## config.mk

```make
export PLATFORM = sky130hd
export DESIGN_NAME = psram_page_ctrl
export DESIGN_NICKNAME = d
export VERILOG_FILES = /design/src/rtl/psram_ctrl_pkg.sv /design/src/rtl/psram_cycle_timer.sv /design/src/rtl/psram_active_guard.sv /design/src/rtl/psram_byte_lanes.sv /design/src/rtl/psram_page_ctrl.sv
export SDC_FILE = /design/constraint.sdc
export NUM_CORES = 1
export LEC_CHECK = 0
export BUFFER_PORTS_ARGS = -buffer_cell sky130_fd_sc_hd__buf_2
export CELL_PAD_IN_SITES_DETAIL_PLACEMENT = 0
export CELL_PAD_IN_SITES_GLOBAL_PLACEMENT = 1
export CORE_MARGIN = 2
export CORE_UTILIZATION = 32
export DETAILED_ROUTE_END_ITERATION = 12
export GPL_TIMING_DRIVEN = 0
export PLACE_DENSITY = 0.76
export SLEW_MARGIN = 20
export SYNTH_ARGS = -nofsm -noshare
export SYNTH_HDL_FRONTEND = slang
export SYNTH_SLANG_ARGS = --single-unit
export TNS_END_PERCENT = 100
```

## constraint.sdc

```tcl
create_clock -name clk -period 2.1 [get_ports clk]
set_clock_uncertainty 0.2 [all_clocks]
set_input_delay 0.21 -clock clk [delete_from_list [all_inputs] [get_ports clk]]
set_output_delay 0.21 -clock clk [all_outputs]
set_load 0.005 [all_outputs]
```

## src/rtl/psram_ctrl_pkg.sv

```systemverilog
package psram_ctrl_pkg;

  function automatic int unsigned ps_to_cyc(input int unsigned t_ps, input int unsigned clk_ps);
    return (t_ps + clk_ps - 1) / clk_ps;
  endfunction

  function automatic int unsigned max2(input int unsigned a, input int unsigned b);
    return (a > b) ? a : b;
  endfunction

  typedef enum logic [2:0] {
    ST_IDLE,
    ST_TURN,
    ST_RD,
    ST_WR_LO,
    ST_WR_HI,
    ST_REC
  } ctrl_state_e;

endpackage

```

## src/rtl/psram_cycle_timer.sv

```systemverilog
module psram_cycle_timer #(
  parameter int unsigned TMR_W = 5
) (
  input  logic             clk,
  input  logic             rst,
  input  logic             load,
  input  logic [TMR_W-1:0] load_val,
  output logic             last
);
  logic [TMR_W-1:0] cnt_q;

  always_ff @(posedge clk) begin
    if (rst) begin
      cnt_q <= '0;
    end else if (load) begin
      cnt_q <= load_val;
    end else if (cnt_q != '0) begin
      cnt_q <= cnt_q - TMR_W'(1);
    end
  end

  assign last = (cnt_q == TMR_W'(1));

  // a phase is never started with a zero length
  a_r2_nonzero_load: assert property (@(posedge clk) disable iff (rst)
    load |-> (load_val != '0));
endmodule

```

## src/rtl/psram_active_guard.sv

```systemverilog
module psram_active_guard #(
  parameter int unsigned MAX_CYC  = 1250,
  parameter int unsigned STEP_CYC = 3,
  localparam int unsigned CNT_W   = $clog2(MAX_CYC + 2)
) (
  input  logic clk,
  input  logic rst,
  input  logic active,
  output logic can_extend
);
  logic [CNT_W-1:0] cnt_q;

  always_ff @(posedge clk) begin
    if (rst || !active) begin
      cnt_q <= '0;
    end else if (cnt_q != '1) begin
      cnt_q <= cnt_q + CNT_W'(1);
    end
  end

  // cycles elapsed at the end of the current cycle plus one more page word
  assign can_extend = ({1'b0, cnt_q} + (CNT_W+1)'(STEP_CYC + 1)) <= (CNT_W+1)'(MAX_CYC);

  a_r9_active_bound: assert property (@(posedge clk) disable iff (rst)
    active |-> ({1'b0, cnt_q} < (CNT_W+1)'(MAX_CYC)));
endmodule

```

## src/rtl/psram_byte_lanes.sv

```systemverilog
module psram_byte_lanes #(
  parameter int unsigned LANES = 2
) (
  input  logic               active,
  input  logic [LANES-1:0]   ben,
  input  logic [8*LANES-1:0] rd_raw,
  output logic [LANES-1:0]   sel_n,
  output logic [8*LANES-1:0] rd_masked
);
  for (genvar g = 0; g < LANES; g++) begin : g_lane
    assign sel_n[g] = !(active && ben[g]);
    assign rd_masked[8*g +: 8] = ben[g] ? rd_raw[8*g +: 8] : 8'h00;
  end
endmodule

```

## src/rtl/psram_page_ctrl.sv

```systemverilog
module psram_page_ctrl
  import psram_ctrl_pkg::*;
#(
  parameter int unsigned ADDR_W       = 21,
  parameter int unsigned DATA_W       = 16,
  parameter int unsigned PAGE_BITS    = 3,
  parameter int unsigned LEN_W        = 4,
  parameter int unsigned CLK_PS       = 8000,
  parameter int unsigned T_RC_PS      = 65000,
  parameter int unsigned T_PC_PS      = 20000,
  parameter int unsigned T_OE_PS      = 25000,
  parameter int unsigned T_WC_PS      = 65000,
  parameter int unsigned T_WP_PS      = 50000,
  parameter int unsigned T_AW_PS      = 60000,
  parameter int unsigned T_CEH_PS     = 10000,
  parameter int unsigned T_ACT_MAX_PS = 10000000
) (
  input  logic              clk,
  input  logic              rst,
  input  logic              req_valid,
  output logic              req_ready,
  input  logic              req_write,
  input  logic [ADDR_W-1:0] req_addr,
  input  logic [DATA_W-1:0] req_wdata,
  input  logic [1:0]        req_ben,
  input  logic [LEN_W-1:0]  req_len,
  output logic              rsp_valid,
  output logic [DATA_W-1:0] rsp_data,
  output logic [ADDR_W-1:0] psram_addr,
  output logic              psram_ce_n,
  output logic              psram_oe_n,
  output logic              psram_we_n,
  output logic              psram_lb_n,
  output logic              psram_ub_n,
  output logic [DATA_W-1:0] psram_dq_o,
  output logic              psram_dq_oe,
  input  logic [DATA_W-1:0] psram_dq_i
);
  localparam int unsigned LANES      = DATA_W / 8;
  localparam int unsigned PAGE_WORDS = 1 << PAGE_BITS;
  localparam int unsigned RC_CYC     = max2(ps_to_cyc(T_RC_PS, CLK_PS), ps_to_cyc(T_OE_PS, CLK_PS));
  localparam int unsigned PC_CYC     = max2(ps_to_cyc(T_PC_PS, CLK_PS), 1);
  localparam int unsigned WLOW_CYC   = max2(ps_to_cyc(T_WP_PS, CLK_PS), ps_to_cyc(T_AW_PS, CLK_PS));
  localparam int unsigned WC_CYC     = ps_to_cyc(T_WC_PS, CLK_PS);
  localparam int unsigned WTAIL_CYC  = (WC_CYC > WLOW_CYC) ? (WC_CYC - WLOW_CYC) : 1;
  localparam int unsigned CEH_CYC    = max2(ps_to_cyc(T_CEH_PS, CLK_PS), 1);
  localparam int unsigned MAX_CYC    = ps_to_cyc(T_ACT_MAX_PS, CLK_PS);
  localparam int unsigned TMR_W      = $clog2(RC_CYC + PC_CYC + WLOW_CYC + WTAIL_CYC + CEH_CYC + 1);
  localparam int unsigned UP_W       = ADDR_W - PAGE_BITS;

  ctrl_state_e state_q, state_d;

  logic [UP_W-1:0]      up_q;
  logic [PAGE_BITS-1:0] lo_q;
  logic [LANES-1:0]     ben_q;
  logic [DATA_W-1:0]    wdata_q;
  logic [LEN_W-1:0]     left_q;
  logic [LEN_W-1:0]     len_eff;
  logic                 last_rd_q;

  logic                 tmr_load;
  logic [TMR_W-1:0]     tmr_val;
  logic                 tmr_last;
  logic                 active;
  logic                 can_extend;
  logic                 more_words;
  logic [LANES-1:0]     sel_n;
  logic [DATA_W-1:0]    rd_masked;

  assign active = (state_q == ST_RD) || (state_q == ST_WR_LO) || (state_q == ST_WR_HI);

  always_comb begin
    if (req_len == '0)                              len_eff = LEN_W'(1);
    else if (req_len > LEN_W'(PAGE_WORDS))          len_eff = LEN_W'(PAGE_WORDS);
    else                                            len_eff = req_len;
  end

  assign more_words = (left_q > LEN_W'(1)) && (lo_q != '1) && can_extend;

  always_comb begin
    state_d  = state_q;
    tmr_load = 1'b0;
    tmr_val  = TMR_W'(1);
    unique case (state_q)
      ST_IDLE: if (req_valid) begin
        if (!req_write) begin
          state_d = ST_RD;  tmr_load = 1'b1; tmr_val = TMR_W'(RC_CYC);
        end else if (last_rd_q) begin
          state_d = ST_TURN;
        end else begin
          state_d = ST_WR_LO; tmr_load = 1'b1; tmr_val = TMR_W'(WLOW_CYC);
        end
      end
      ST_TURN: begin
        state_d = ST_WR_LO; tmr_load = 1'b1; tmr_val = TMR_W'(WLOW_CYC);
      end
      ST_RD: if (tmr_last) begin
        tmr_load = 1'b1;
        if (more_words) begin
          state_d = ST_RD;  tmr_val = TMR_W'(PC_CYC);
        end else begin
          state_d = ST_REC; tmr_val = TMR_W'(CEH_CYC);
        end
      end
      ST_WR_LO: if (tmr_last) begin
        state_d = ST_WR_HI; tmr_load = 1'b1; tmr_val = TMR_W'(WTAIL_CYC);
      end
      ST_WR_HI: if (tmr_last) begin
        state_d = ST_REC; tmr_load = 1'b1; tmr_val = TMR_W'(CEH_CYC);
      end
      ST_REC: if (tmr_last) state_d = ST_IDLE;
      default: state_d = ST_IDLE;
    endcase
  end

  always_ff @(posedge clk) begin
    if (rst) begin
      state_q   <= ST_IDLE;
      up_q      <= '0;
      lo_q      <= '0;
      ben_q     <= '0;
      wdata_q   <= '0;
      left_q    <= '0;
      last_rd_q <= 1'b0;
      rsp_valid <= 1'b0;
      rsp_data  <= '0;
    end else begin
      state_q   <= state_d;
      rsp_valid <= 1'b0;
      case (state_q)
        ST_IDLE: if (req_valid) begin
          up_q    <= req_addr[ADDR_W-1:PAGE_BITS];
          lo_q    <= req_addr[PAGE_BITS-1:0];
          ben_q   <= req_ben;
          wdata_q <= req_wdata;
          left_q  <= len_eff;
        end
        ST_RD: if (tmr_last) begin
          rsp_valid <= 1'b1;
          rsp_data  <= rd_masked;
          if (more_words) begin
            lo_q   <= lo_q + PAGE_BITS'(1);
            left_q <= left_q - LEN_W'(1);
          end else begin
            last_rd_q <= 1'b1;
          end
        end
        ST_WR_LO: last_rd_q <= 1'b0;
        default: ;
      endcase
    end
  end

  psram_cycle_timer #(.TMR_W(TMR_W)) i_timer (
    .clk(clk), .rst(rst), .load(tmr_load), .load_val(tmr_val), .last(tmr_last)
  );

  psram_active_guard #(.MAX_CYC(MAX_CYC), .STEP_CYC(PC_CYC)) i_guard (
    .clk(clk), .rst(rst), .active(active), .can_extend(can_extend)
  );

  psram_byte_lanes #(.LANES(LANES)) i_lanes (
    .active(active), .ben(ben_q), .rd_raw(psram_dq_i), .sel_n(sel_n), .rd_masked(rd_masked)
  );

  assign req_ready   = (state_q == ST_IDLE);
  assign psram_addr  = {up_q, lo_q};
  assign psram_ce_n  = !active;
  assign psram_oe_n  = (state_q != ST_RD);
  assign psram_we_n  = (state_q != ST_WR_LO);
  assign psram_dq_oe = (state_q == ST_WR_LO) || (state_q == ST_WR_HI);
  assign psram_dq_o  = wdata_q;
  assign psram_lb_n  = sel_n[0];
  assign psram_ub_n  = sel_n[LANES-1];

  a_r5_ready_only_idle: assert property (@(posedge clk) disable iff (rst)
    req_ready |-> psram_ce_n);

  a_r3_page_upper_fixed: assert property (@(posedge clk) disable iff (rst)
    (!psram_ce_n && $past(!psram_ce_n)) |->
      (psram_addr[ADDR_W-1:PAGE_BITS] == $past(psram_addr[ADDR_W-1:PAGE_BITS])));

  a_r7_no_contention: assert property (@(posedge clk) disable iff (rst)
    psram_dq_oe |-> psram_oe_n);

  a_r7_we_inside_ce: assert property (@(posedge clk) disable iff (rst)
    !psram_we_n |-> !psram_ce_n);

  a_r2_rsp_after_oe: assert property (@(posedge clk) disable iff (rst)
    rsp_valid |-> $past(!psram_oe_n));
endmodule

```

==> results of run 1 <==
## placed cells by master (no fill, tap or decap), types with 3 or more instances in the layout
master / count
xnor2_1: 3
clkbuf_2: 7
dlygate4sd3_1: 53
o21ai_0: 14
buf_2: 123
a21oi_1: 72
nor2b_1: 4
nor3_1: 11
nor2_1: 11
ha_1: 7
inv_1: 14
o211ai_1: 3
clkbuf_1: 13
nand3_1: 24
clkbuf_8: 10
mux2_4: 3
or3_1: 4
buf_4: 8
mux2i_1: 3
dfxtp_2: 5
nand4_1: 4
xor2_1: 4
dfxtp_1: 75
nand2_1: 117
## per-layer routing
metal,routed length (µm),track usage [%],vias up
met5,0,0,-
met4,280,7.595,0
met3,544,5.335,23
met2,4907,27.60,101
met1,5029,23.05,1731
li1,-,-,1923
## worst paths after layout
| kind | depth (start not counted) | slack [ns] | end | startpoint |
|---|---|---|---|---|
| max | 5 | 0.08 | psram_ub_n | state_q[0] |
| min reg2reg | 2 | 0.25 | rsp_data[7] | rsp_data[7] |
| max reg2reg | 5 | 0.10 | i_guard.cnt_q[1] | i_guard.cnt_q[1] |
| min | 4 | 0.05 | left_q[3] | req_len[3] |
## kinds of logic after synthesis
kind of cell,count (synthesis),synth area share [%]
buffers and inverters,44,5.016
XOR/XNOR,7,1.719
multiplexers,7,2.420
adder cells (fa/ha/maj),8,2.806
AND/OR/NAND/NOR,196,25.75
AO/OA/AOI/OAI,109,17.40
flip-flops,80,44.90
## cell type report
cell class | count | area (µm²)
clock inverters | 5 | 63.81
clock buffers | 11 | 141.4
fillers | 1101 | 5638
repair buffers | 180 | 1179
flip-flops and latches | 80 | 1608
multi-input cells | 327 | 1842
well taps | 140 | 175.2
inverters | 16 | 60.06
plain buffers | 27 | 133.9
## per-stage QoR
step                      area (µm²)  hold slack (ns)  util [%]
after floorplan                 3567           0.1460         -
after global placement          4353           0.2360     40.15
after detailed placement        4353           0.2404     40.15
after CTS                       5144          0.03491     47.45
after global routing            5202          0.04634     47.99
final                           5202          0.05261     47.99
## worst reg2reg max path, stage by stage (launching register included)
cell and delay [ns]:
dfxtp_1 0.39, ha_1 0.26, nand3_1 0.12, nor4_2 0.63, mux2i_1 0.26, nor2_1 0.05
## repair_timing
item,in CTS,in global routing
pin swaps,2,2
hold buffers,53,0
buffers inserted,3,2
gates resized for setup,10,29
hold endpoints to repair,53,0
endpoints found under the setup margin,50,49
## cell usage after synthesis (2+ instances only)
cell and count:
nand2_1 118, dfxtp_1 80, a21oi_1 72, nand3_1 24
clkbuf_1 22, inv_1 16, o21ai_0 14, nor2_1 12
nor3_1 12, ha_1 8, nand4_1 4, nor2b_1 4
or3_1 4, xor2_1 4, mux2_4 3, mux2i_1 3
o211ai_1 3, xnor2_1 3, a211o_1 2, a21boi_0 2
and2_1 2, buf_1 2, buf_2 2, nor4_2 2
o2111ai_1 2, o32ai_1 2, or4_1 2
## flip-flops by register name, indices dropped and copies added (netlist names)
register	cells
rsp_data	16
i_timer.cnt_q	5
left_q	4
rsp_valid	1
up_q	18
state_q	3
lo_q	3
last_rd_q	1
psram_dq_o	16
i_guard.cnt_q	11
ben_q	2
## power by group through the flow
stage               clock (µW)  combinational [µW]  sequential (µW)
floorplan                    0                1120             1910
global placement             0                1640             1910
detailed placement           0                1660             1920
CTS                       1220                1810             1890
global route              1300                2080             1940
finish                    1200                1860             1910
==> results_dict.tcl, run 1 <==
set metrics [dict create \
    status "complete, no violations" \
    dp_hpwl_um 7480 \
    portBuffers 122 \
    hold_viol_final 0 \
    place_congestion 0.8003 \
    cts_tree "done" \
    synth_seq_area_share_pct 44.90 \
    path_cells "buf_4 -> or3b_4 -> nand2_4 -> nand2_1 -> buf_2" \
    yosysTopAreaCell "dfxtp_1" \
    setup_viol 0 \
    yosys-top-cells-area "dfxtp_1 45%, nand2_1 12%, a21oi_1 10%" \
    p_comb_share_pct 37.4 \
    peakVddDrop_v 0.0003878 \
    grt.total_usage_pct 17.84 \
    hold_class "in -> reg" \
    p_per_area_nw_per_um2 953.6 \
    initial_core_util_pct 32.91 \
    clk_path_buf_depth 2 \
    place_inst 713 \
    antenna_cells 0 \
    rsz0062_at_grt "yes" \
    area_delta_synth_final_pct 45.84 \
    synth_cell_types 54 \
    crit_buf_inv 2 \
    cts-root-buf "clkbuf_8" \
    p_sw_uw 1801 \
    final_nets 712 \
    io-pin-count 124 \
    vias 3778 \
    drt-total-wl_um 10760 \
    p_sw_share_pct 36.30 \
    yosys_warnings 0 \
    cts_buffers 9 \
    grt-ovfl-total 0 \
    grt_pass1_wl_um 16930 \
    rows 38 \
    vias_per_cell 4.807 \
    grt_pass1_vias 3611 \
    start_kind "flip-flop" \
    totalNegativeSetupSlack_ns 0 \
    drive_above_1_share_pct 28.48 \
    wl_per_cell_um 13.69 \
    finalCriticalPeriod_ns 2.020 \
    drc_errors 0 \
    core_area_um2 10840 \
    cpLargestDelayFamily "simple AND/OR/NAND/NOR gates" \
    post-route-period-util_pct 96.19 \
    finalNonFillerCells 786 \
    ys_ff_latch 80 \
    drv_cap 0 \
    clock_latency_ns 0.36 \
    syn_avg_cell_area_um2 7.909 \
    ant_nets 0 \
    finalWorstSetupSlack_ns 0.07994 \
    crit_type "reg -> out" \
    slowest_stage "or3b_4" \
    end_kind "output pin" \
    crit_required_ns 1.69 \
    dr.pass1.iters 4 \
    slew_headroom_pct 43.42 \
    synthesis.nets 522 \
    cp_slowest_stage_delay_ns 0.44 \
    synth_top_area_share_pct 44.90 \
    drtIter0Drc 135 \
    async_reset_ff_share_pct 0 \
    post-place-ws_ns -0.1631 \
    die-height_um 109.6 \
    leakage_uw 0.002234 \
    drv_slew 0 \
    antenna_found_initial 0 \
    clk_pin_slew_worst_paths_ns 0.08 \
    syn_inst 451 \
    grt_max_degree 15 \
    worst_pin_slew_ns 0.8378 \
    arrival_ns 1.61 \
    h-tree-depth 3 \
    pwr-share-seq_pct 38.4 \
    clock_sinks 80 \
    fmax_ghz 0.4950 \
    cp_max_fo 10 \
    die_w_um 109.6 \
    synth-main-ff-cell "dfxtp_1" \
    dieArea_um2 12010 \
    cellInternalPower_uw 3160 \
    netlist_area_um2 3567 \
    p_total_uw 4961 \
    clock_power_share_pct 24.1 \
    synth_edf_count 0 \
]
(Power assumes the default switching activity.)
==> inputs of run 2 (changes only) <==
GPL_TIMING_DRIVEN = default   (was 0)
==> results_dict.tcl, run 2 (synthesized netlist as in run 1, its figures left out) <==
set metrics [dict create \
    status "complete, no violations" \
    hold_viol_final 0 \
    post-place-ws_ns 0.08604 \
    fmax_ghz 0.4926 \
    largest_reg_flops 18 \
    drive_above_1_share_pct 28.35 \
    dieArea_um2 12010 \
    totalNegativeSetupSlack_ns 0 \
    cts_buffers 9 \
    wl_per_cell_um 13.42 \
    place_congestion 0.8262 \
    core_area_um2 10840 \
    drv_cap 0 \
    clk_path_buf_depth 2 \
    fin_area_um2 5169 \
    io-pin-count 124 \
    drtIter0Drc 183 \
    drv_slew 0 \
    reg2reg_to "lo_q[2]" \
    start_kind "flip-flop" \
    pwr-share-seq_pct 39.8 \
    rows 38 \
    p_sw_uw 1799 \
    cp_slowest_stage_delay_ns 0.42 \
    rr_worst_depth 6 \
    vias 3764 \
    cts-root-buf "clkbuf_8" \
    area_delta_synth_final_pct 44.90 \
    clock_sinks 80 \
    die-height_um 109.6 \
    post-route-period-util_pct 96.67 \
    rsz0062_at_grt "no" \
    h-tree-depth 3 \
    p_per_area_nw_per_um2 944.0 \
    clock_power_share_pct 22.3 \
    leakage_uw 0.002228 \
    final_nets 701 \
    grt_pass1_vias 3520 \
    grt_pass1_wl_um 16340 \
    vias_per_cell 4.857 \
    path_cells "buf_4 -> or3b_4 -> nand2_2 -> nand2_1 -> buf_2" \
    r2r_start "i_timer.cnt_q[1]" \
    drc_errors 0 \
    initial_core_util_pct 32.91 \
    ant_nets 0 \
    hold-worst-slack_ns 0.08299 \
    end_kind "output pin" \
    arrival_ns 1.62 \
    p_comb_share_pct 37.9 \
    cellInternalPower_uw 3080 \
    cts_tree "done" \
    grt_max_degree 72 \
    antenna_found_initial 0 \
    top_register "up_q" \
    layout_common_cells "123 x buf_2, 117 x nand2_1, 77 x dfxtp_1" \
    antenna_cells 0 \
    grt-ovfl-total 0 \
    clock_latency_ns 0.35 \
    startpoint "state_q[0]" \
    clk_pin_slew_worst_paths_ns 0.09 \
    setup_viol 0 \
    slew_headroom_pct 71.67 \
    cp-endpoint "psram_ub_n" \
    hold_class "in -> reg" \
    dp_hpwl_um 6980 \
    p_sw_share_pct 36.86 \
    slowest_stage "or3b_4" \
    peakVddDrop_v 0.0003632 \
    cp_max_fo 6 \
    placed_cell_area_um2 4419 \
    finalCriticalPeriod_ns 2.030 \
    crit_type "reg -> out" \
    layout_commonest_cell "buf_2" \
    worst_pin_slew_ns 0.4205 \
    crit_required_ns 1.69 \
    portBuffers 123 \
    finalWorstSetupSlack_ns 0.06992 \
    grt.total_usage_pct 17.12 \
    reg2reg_slack_ns 0.09 \
    die_w_um 109.6 \
    drt-total-wl_um 10400 \
    dr.pass1.iters 4 \
]
[run 2: cell count changes in the layout (fill, tap and decap cells not counted), moves of 2 or more]
cell and change:
clkbuf_2 -6, buf_1 -2, inv_2 -2, dfxtp_1 +2, buf_4 +8, inv_1 +2, buf_12 +3, clkbuf_1 -13
nor3b_2 -2, dfxtp_2 -3
[run 2: repair_timing]
action | CTS | global route
setup buffers | 0 | 1
hold buffers | 53 | 0
endpoints found under the hold margin | 53 | 0
resized for setup | 5 | 5
endpoints found under the setup margin | 5 | 20
[run 2: through the flow]
step                total power, µW  utilization (%)  cells
global placement               3668            40.77    705
CTS                            4904            47.52    774
finish                         4879            47.68    775
floorplan                      3036                -    451
detailed placement             3690            40.77    705
global route                   5238            47.68    775
[run 2: worst max-delay path: cells and delay by family (launching register included)]
family                 cells  cell delay (ns)
buffers and inverters      2             0.29
DFF                        1             0.38
and+or+nand+nor            3             0.60
[run 2: layer usage]
| metal | wire (µm) | part of all wire (%) | vias up | GRT usage, % |
|---|---|---|---|---|
| li1 | - | - | 1903 | - |
| met1 | 4630 | 45 | 1736 | 22.71 |
| met5 | 0 | 0 | - | 0 |
| met4 | 230 | 2.2 | 0 | 7.233 |
| met3 | 520 | 5.0 | 18 | 3.023 |
| met2 | 5018 | 48 | 107 | 27.34 |
[run 2: final cells by class]
type                       instances  area, µm²
fill                            1066       5672
sequential                        80       1608
timing repair buffer             196       1331
inverter                          16      60.06
tap                              140      175.2
clock inverter                     6      50.05
multi-input combinational        327       1807
clock buffer                      10      137.6
[run 2: worst min path at each step]
| stage | start | to | slack (ns) | cells after the start |
|---|---|---|---|---|
| after floorplan | req_wdata[0] | psram_dq_o[0] | 0.15 | 2 |
| after global placement | rsp_data[6] | rsp_data[6] | 0.24 | 2 |
| after detailed placement | psram_dq_o[1] | psram_dq_o[1] | 0.24 | 2 |
| after CTS | req_len[3] | left_q[3] | 0.07 | 4 |
| after global routing | req_len[3] | left_q[3] | 0.1 | 4 |
| final | req_len[3] | left_q[3] | 0.08 | 4 |
[run 2: power by group through the flow]
stage               Clock, µW  Combinational [µW]  Sequential (µW)
CTS                      1140                1830             1940
detailed placement          0                1730             1960
global route             1190                2070             1980
finish                   1090                1850             1940
global placement            0                1710             1960
floorplan                   0                1120             1910
==> inputs of run 3 (changes only) <==
clock period = 1.7 ns   (was 2.1 ns; I/O delays follow)
==> results_dict.tcl, run 3 (synthesized netlist as in run 1, its figures left out) <==
set metrics [dict create \
    setup_viol 73 \
    rsz0062_at_grt "yes" \
    cts_buffers 9 \
    grt_max_degree 39 \
    r2r_start "i_timer.cnt_q[1]" \
    dr.pass1.iters 4 \
    grt.total_usage_pct 18.99 \
    holdPathStages 4 \
    end_kind "output pin" \
    slew_headroom_pct 66.63 \
    hold-worst-slack_ns 0.02727 \
    finalCriticalPeriod_ns 1.924 \
    cpLargestDelayFamily "simple AND/OR/NAND/NOR gates" \
    hp-start "req_len[3]" \
    post-route-period-util_pct 113.2 \
    drv_slew 0 \
    finalNonFillerCells 827 \
    hold_viol_final 0 \
    h-tree-depth 3 \
    clock_latency_ns 0.35 \
    portBuffers 123 \
    path_cells "buf_6 -> or3b_4 -> nand2_4 -> nand2_1 -> buf_2" \
    status "finished, violations left" \
    clock_sinks 80 \
    placed_cell_area_um2 4753 \
    drv_cap 0 \
    drive_above_1_share_pct 52.26 \
    largest_reg_flops 18 \
    layout_commonest_cell "buf_2" \
    peakVddDrop_v 0.0005221 \
    cp_slowest_stage_delay_ns 0.43 \
    ant_nets 0 \
    slowest_stage "or3b_4" \
    crit_buf_inv 2 \
    start_kind "flip-flop" \
    grt_pass1_vias 3913 \
    area_delta_synth_final_pct 78.22 \
    drt-total-wl_um 12640 \
    die-height_um 109.6 \
    place_inst 740 \
    dp_hpwl_um 7442 \
    initial_core_util_pct 32.91 \
    hold_class "in -> reg" \
    reg2reg_to "lo_q[1]" \
    rr_worst_depth 6 \
    min_delay_worst_endpoint "left_q[3]" \
    fin_area_um2 6357 \
    dieArea_um2 12010 \
    vias 4057 \
    cp_max_fo 5 \
    leakage_uw 0.002787 \
    crit_required_ns 1.33 \
    cts-root-buf "clkbuf_8" \
    top_register "up_q" \
    wl_per_cell_um 15.28 \
    finalWorstSetupSlack_ns -0.2240 \
    io-pin-count 124 \
    place_congestion 0.8187 \
    grt-ovfl-total 0 \
    antenna_cells 0 \
    reg2reg_slack_ns -0.20 \
    crit_type "reg -> out" \
    p_per_area_nw_per_um2 1159 \
    antenna_found_initial 0 \
    violations "setup timing" \
    arrival_ns 1.55 \
    drtIter0Drc 250 \
    clk_path_buf_depth 2 \
    clk_pin_slew_worst_paths_ns 0.08 \
    vias_per_cell 4.906 \
    p_total_uw 7368 \
    rows 38 \
    grt_pass1_wl_um 17990 \
    cts_tree "done" \
    core_area_um2 10840 \
    fmax_ghz 0.5198 \
    die_w_um 109.6 \
    drc_errors 0 \
    worst_pin_slew_ns 0.4999 \
    layout_common_cells "121 x buf_2, 83 x nand2_1, 67 x dfxtp_1" \
    final_nets 754 \
]
run 3: cell types whose count changed in the layout (fill, tap and decap cells not counted), sizes merged:
cell,previous run,this run
buf,142,192
clkinv,1,2
clkbuf,11,14
inv,19,17
run 3: tightest hold or removal path, stage by stage:
cell and delay [ns]:
buf_2 0.11, nor2_1 0.10, a211o_1 0.10, mux2i_1 0.05
run 3: metrics by stage:
| stage | utilization [%] | TNS [ns] | setup WS [ns] |
|---|---|---|---|
| after floorplan | - | -3.329 | -0.2492 |
| after global placement | 43.85 | -3.995 | -0.2042 |
| after detailed placement | 43.85 | -5.247 | -0.2474 |
| after CTS | 52.56 | -5.607 | -0.2056 |
| after global routing | 58.65 | -12.27 | -0.2743 |
| final | 58.65 | -7.680 | -0.2240 |
run 3: cell type report:
class                           instances  area, µm²
Clock buffer                           10      127.6
Fill cell                             904       4483
Sequential cell                        80       1620
Tap cell                              140      175.2
Inverter                               16      62.56
Timing Repair Buffer                  249       1879
Multi-Input combinational cell        327       2459
Clock inverter                          5      33.78
run 3: repair_timing:
item / CTS / global route
pin swaps: 17 / 75
cloned: 2 / 5
hold endpoints to repair: 53 / 0
endpoints found under the setup margin: 49 / 84
buffers inserted: 8 / 4
gates resized for setup: 42 / 137
hold buffers: 53 / 0
run 3: how the worst max path moves through the flow:
stage	startpoint	slack, ns	endpoint	depth (start not counted)
2_1_floorplan	i_timer.cnt_q[1]	-0.25	left_q[2]	7
3_3_place_gp	i_timer.cnt_q[0]	-0.20	i_timer.cnt_q[0]	5
3_5_place_dp	i_guard.cnt_q[0]	-0.25	lo_q[1]	5
4_1_cts	i_timer.cnt_q[1]	-0.21	lo_q[1]	6
5_1_grt	state_q[1]	-0.27	psram_lb_n	5
6_report	state_q[1]	-0.22	psram_lb_n	5
run 3: layer usage:
metal,up-vias,GRT usage (%),share of wire (%)
met1,1909,23.35,44
met4,0,8.409,2.0
li1,2005,-,-
met5,-,0,0
met3,22,3.557,4.7
met2,121,32.23,50
run 3: where the power goes:
group	internal [µW]	total (µW)	switching [µW]
Sequential	2160	2400	243
Clock	523	1230	702
Combinational	1890	3740	1850
Total	4570	7370	2800
